===== src/rtl/wdog_pkg.sv =====
package wdog_pkg;
  localparam int unsigned KEY_ADDR   = 0;
  localparam int unsigned START_ADDR = 1;
  localparam logic [7:0]  KEY_ARM    = 8'h00;
  localparam logic [7:0]  KEY_FIRE   = 8'hFF;
endpackage


===== src/rtl/wdog_prescaler.sv =====
module wdog_prescaler #(
  parameter int unsigned DIV_LO   = 16,
  parameter int unsigned DIV_HI   = 128,
  parameter int unsigned DIV_SLOW = 2
) (
  input  logic clk,
  input  logic rst,
  input  logic en_i,
  input  logic div_sel_i,
  input  logic lowspd_i,
  output logic tick_o
);
  localparam int unsigned PRE_W = $clog2(DIV_HI);

  logic [PRE_W-1:0] pre_q;
  logic [PRE_W-1:0] lim;

  // terminal count for the active ratio; slow clock overrides the select
  always_comb begin
    if (lowspd_i)       lim = PRE_W'(DIV_SLOW - 1);
    else if (div_sel_i) lim = PRE_W'(DIV_HI - 1);
    else                lim = PRE_W'(DIV_LO - 1);
  end

  assign tick_o = en_i && (pre_q >= lim);

  // cleared only by reset; a refresh leaves the phase alone
  always_ff @(posedge clk) begin
    if (rst)         pre_q <= '0;
    else if (tick_o) pre_q <= '0;
    else if (en_i)   pre_q <= pre_q + 1'b1;
  end
endmodule


===== src/rtl/wdog_keyctl.sv =====
module wdog_keyctl #(
  parameter int unsigned ADDR_W = 2
) (
  input  logic              clk,
  input  logic              rst,
  input  logic              wr_en_i,
  input  logic [ADDR_W-1:0] wr_addr_i,
  input  logic [7:0]        wr_data_i,
  output logic              refresh_o,
  output logic              start_o
);
  import wdog_pkg::*;

  logic key_hit;
  logic armed_q;

  assign key_hit   = wr_en_i && (wr_addr_i == ADDR_W'(KEY_ADDR));
  assign start_o   = wr_en_i && (wr_addr_i == ADDR_W'(START_ADDR));
  assign refresh_o = key_hit && armed_q && (wr_data_i == KEY_FIRE);

  // any key write re-evaluates the armed state; other addresses leave it
  always_ff @(posedge clk) begin
    if (rst)          armed_q <= 1'b0;
    else if (key_hit) armed_q <= (wr_data_i == KEY_ARM);
  end
endmodule


===== src/rtl/wdog_counter.sv =====
module wdog_counter #(
  parameter int unsigned CNT_W   = 14,
  parameter int unsigned RELOAD0 = 'h03FF,
  parameter int unsigned RELOAD1 = 'h0FFF,
  parameter int unsigned RELOAD2 = 'h1FFF,
  parameter int unsigned RELOAD3 = 'h3FFF
) (
  input  logic             clk,
  input  logic             rst,
  input  logic [1:0]       sel_i,
  input  logic             tick_i,
  input  logic             reload_i,
  output logic [CNT_W-1:0] cnt_o,
  output logic [CNT_W-1:0] reload_val_o,
  output logic             uf_o
);
  localparam int unsigned NSEL = 4;

  logic [CNT_W-1:0] opt [NSEL];
  logic [CNT_W-1:0] cnt_q;

  generate
    for (genvar i = 0; i < NSEL; i++) begin : g_opt
      localparam int unsigned VAL = (i == 0) ? RELOAD0 :
                                    (i == 1) ? RELOAD1 :
                                    (i == 2) ? RELOAD2 : RELOAD3;
      assign opt[i] = CNT_W'(VAL);
    end
  endgenerate

  assign reload_val_o = opt[sel_i];
  // a refresh on the same edge wins over an underflow
  assign uf_o = tick_i && (cnt_q == '0) && !reload_i;

  always_ff @(posedge clk) begin
    if (rst)           cnt_q <= reload_val_o;
    else if (reload_i) cnt_q <= reload_val_o;
    else if (uf_o)     cnt_q <= reload_val_o;
    else if (tick_i)   cnt_q <= cnt_q - 1'b1;
  end

  assign cnt_o = cnt_q;
endmodule


===== src/rtl/wdog_keyed.sv =====
module wdog_keyed #(
  parameter int unsigned ADDR_W   = 2,
  parameter int unsigned CNT_W    = 14,
  parameter int unsigned DIV_LO   = 16,
  parameter int unsigned DIV_HI   = 128,
  parameter int unsigned DIV_SLOW = 2,
  parameter int unsigned RELOAD0  = 'h03FF,
  parameter int unsigned RELOAD1  = 'h0FFF,
  parameter int unsigned RELOAD2  = 'h1FFF,
  parameter int unsigned RELOAD3  = 'h3FFF
) (
  input  logic              clk,
  input  logic              rst,
  input  logic              wr_en_i,
  input  logic [ADDR_W-1:0] wr_addr_i,
  input  logic [7:0]        wr_data_i,
  input  logic              cfg_start_wait_i,
  input  logic [1:0]        cfg_reload_sel_i,
  input  logic              cfg_rst_mode_i,
  input  logic              div_sel_i,
  input  logic              lowspd_i,
  input  logic              hold_i,
  output logic              irq_o,
  output logic              rst_req_o
);
  logic             running_q;
  logic             en;
  logic             tick;
  logic             refresh;
  logic             start;
  logic             uf;
  logic [CNT_W-1:0] cnt;
  logic [CNT_W-1:0] reload_val;

  // start latch: only reset can clear it
  always_ff @(posedge clk) begin
    if (rst)        running_q <= ~cfg_start_wait_i;
    else if (start) running_q <= 1'b1;
  end

  assign en = running_q && !hold_i;

  wdog_keyctl #(.ADDR_W(ADDR_W)) u_key (
    .clk       (clk),
    .rst       (rst),
    .wr_en_i   (wr_en_i),
    .wr_addr_i (wr_addr_i),
    .wr_data_i (wr_data_i),
    .refresh_o (refresh),
    .start_o   (start)
  );

  wdog_prescaler #(
    .DIV_LO(DIV_LO), .DIV_HI(DIV_HI), .DIV_SLOW(DIV_SLOW)
  ) u_pre (
    .clk       (clk),
    .rst       (rst),
    .en_i      (en),
    .div_sel_i (div_sel_i),
    .lowspd_i  (lowspd_i),
    .tick_o    (tick)
  );

  wdog_counter #(
    .CNT_W(CNT_W), .RELOAD0(RELOAD0), .RELOAD1(RELOAD1),
    .RELOAD2(RELOAD2), .RELOAD3(RELOAD3)
  ) u_cnt (
    .clk          (clk),
    .rst          (rst),
    .sel_i        (cfg_reload_sel_i),
    .tick_i       (tick),
    .reload_i     (refresh),
    .cnt_o        (cnt),
    .reload_val_o (reload_val),
    .uf_o         (uf)
  );

  always_ff @(posedge clk) begin
    if (rst) begin
      irq_o     <= 1'b0;
      rst_req_o <= 1'b0;
    end else begin
      irq_o <= uf && !cfg_rst_mode_i;
      if (uf && cfg_rst_mode_i) rst_req_o <= 1'b1;
    end
  end
endmodule


===== config.mk =====
export PLATFORM = sky130hd
export DESIGN_NAME = wdog_keyed
export DESIGN_NICKNAME = d
export VERILOG_FILES = /design/src/rtl/wdog_pkg.sv /design/src/rtl/wdog_prescaler.sv /design/src/rtl/wdog_keyctl.sv /design/src/rtl/wdog_counter.sv /design/src/rtl/wdog_keyed.sv
export SDC_FILE = /design/constraint.sdc
export NUM_CORES = 1
export LEC_CHECK = 0
export BUFFER_PORTS_ARGS = -buffer_cell sky130_fd_sc_hd__buf_4
export CORE_ASPECT_RATIO = 0.7
export CORE_MARGIN = 1.5
export CORE_UTILIZATION = 50
export CTS_CLUSTER_DIAMETER = 40
export DETAILED_ROUTE_END_ITERATION = 7
export PLACE_DENSITY = 0.72
export SYNTH_ARGS = -nofsm -noshare
export SYNTH_HDL_FRONTEND = slang
export SYNTH_HIERARCHICAL = 1
export SYNTH_SLANG_ARGS = --single-unit

===== constraint.sdc =====
create_clock -name clk -period 7.4 [get_ports clk]
set_input_delay 1.48 -clock clk [delete_from_list [all_inputs] [get_ports clk]]
set_output_delay 1.48 -clock clk [all_outputs]
set_load 0.02 [all_outputs]

==> key figures <==
Critical path
  • Bufs and invs on worst path: 1
  • CP required: about 7.4 ns
  • Startpoint Class: primary input
  • Slowest cell on the critical path: a41oi_1
  • Worst Path Max Fanout: 14
  • Cell chain of the critical path: buf_4 > nand2b_1 > ha_1 > nand3_4 > or3_1 > o221ai_2 > nor2b_1 > a41oi_1 > nor2_1 > a21oi_1
  • Critical path type: in -> reg
  • WP data arrival: between 4 and 5 ns
  • Delay of the slowest critical-path stage: ~0.54 ns
  • Crit. End Element: register
  • Top delay family on crit path: simple AND/OR/NAND/NOR gates

Global route
  • Initial antenna violation count: 0
  • Number of global-route vias before repair: about 1200
  • Largest net degree at the start of global routing: 17
  • First-pass GRT wire length: around 5000 µm
  • GRT Residual Overflow: 0
  • Overall Global Routing Usage: between 10% and 20%

Layout
  • Commonest non-fill, non-tap cell in the layout: buf_4
  • Area grow syn2layout: 14.7%
  • Fill cells: roughly 240
  • Design area: roughly 1700 µm²
  • Ratio of cells with drive above 1 in the final layout: between 20% and 30%
  • Antenna diode count: 0
  • Nets: roughly 200
  • Most frequent cells in the layout: buf_4, edfxtp_1, nand2_1

Floorplan
  • Row Count: 16
  • Initial core utilization: ~53%
  • Core area: 2820 µm²
  • I/O pin count: 22
  • Die X: between 60 and 70 µm
  • DIE HEIGHT: between 40 and 50 µm
  • Die area: about 3300 µm²

Timing
  • Post-route setup slack: approximately 3.3 ns
  • Clock Skews: ~0.0034 ns
  • RSZ-0062 raised after global routing: false
  • Endpoints failing setup: 0
  • Worst rel slew slack: roughly 23%
  • Slew Limit Fails: 0
  • Final worst-path cycle share: 55.0%
  • Min Clock Period, post-route: around 4.1 ns
  • Endpoints failing hold: 0
  • Fmax: 245 MHz
  • Worst-margin pin slew: around 1.1 ns
  • Setup tns final: 0 ns

Detailed routing
  • Via/cell ratio: slightly below 6
  • Initial DRC count: slightly below 70
  • Antenna-violating nets left: 0
  • Post-route DRC: 0
  • WL/cell: around 14 µm
  • Total number of vias: around 1200
  • Drt total wl: 2810 µm
  • Total iterations of the first detailed-routing run: 4

Power
  • P per Cell Area: 154 nW/µm²
  • LEAKAGE: ~0.61 nW
  • Worst VDD drop: ~73 µV

Placed design
  • Port Buf Inserts: 21
  • Placed cell area: roughly 1700 µm²
  • Global placer's final weighted congestion: just over 0.9
  • DP HPWL: approximately 2100 µm
  • Dpl ws: about 3 ns

Clocking
  • Root Buffer: clkbuf_8
  • CTS clk-pin slew, worst paths: 0.09 ns
  • # hold bufs at CTS: 0
  • H-tree depth: 1
  • Longest Clk Path Bufs: 2
  • CTS tree: yes
  • Clk_lat worst skew: 0.27 ns
  • PostCTS Resize Cnt: 0
  • CTS buffer count: 3
  • Clk sink count: 25
  • Setup repair bufs after CTS: 0

Yosys
  • Mapped Area: roughly 1500 µm²
  • Syn Nets: between 150 and 200
  • Syn avg cell area: between 10 and 15 µm²
  • Syn. warnings: 6
  • Cells after synthesis: about 150

Hold path
  • Hold Path Class: reg -> reg

Status
  • Status: finished clean

Job
  • Max_cap viols: 0
metrics by stage:
stage	util, %	instances	power, mW	hold WS (ns)
finish	61.1	202	0.265	0.482
CTS	61.1	202	0.268	0.493
global placement	59.4	198	0.186	0.451
floorplan	-	145	0.175	0.520
detailed placement	59.4	198	0.188	0.472
global route	61.1	202	0.278	0.504
worst register-to-register path: cells and delay by family, from the launching register on:
kind / cells / cell delay, ns
AOI/OAI and AO/OA: 3 / 0.78
DFF: 1 / 0.32
and+or+nand+nor: 5 / 1.69
per-layer routing:
metal	wire (µm)	part of all wire [%]	vias up	track usage [%]
met1	1460	52	559	27.3
met4	4	0.14	0	3.00
met3	133	4.7	2	5.54
met5	0	0	-	0
met2	1220	43	29	30.3
li1	-	-	593	-
power by group:
part           internal (mW)  switching (mW)
Combinational         0.0146          0.0140
Clock                 0.0377          0.0432
Sequential             0.152         0.00403
path summary, 6_finish.rpt:
check,startpoint,end,slack (ns),depth (start not counted)
hold / removal,rst_req_o,rst_req_o,0.48,2
hold reg to reg,rst_req_o,rst_req_o,0.48,2
setup / recovery,lowspd_i,u_cnt/cnt_o[11],3.33,10
setup reg to reg,running_q,u_cnt/cnt_o[11],4.31,8
state kept, by name, summed over array words and instances (netlist names):
signal	count
u_key/armed_q	1
irq_o	1
u_cnt/cnt_o	14
running_q	1
rst_req_o	1
u_pre/pre_q	7
final cells by class:
cell class	count	area [µm²]	area share [%]
clock inverter	1	5.00	0.290
clock buffer	3	41.3	2.39
tap	36	45.0	2.61
sequential	25	651	37.7
timing repair buffer	21	158	9.14
multi-input combinational	112	810	47.0
inverter	4	15.0	0.871
Note: power is estimated with default switching activity, not from simulation.
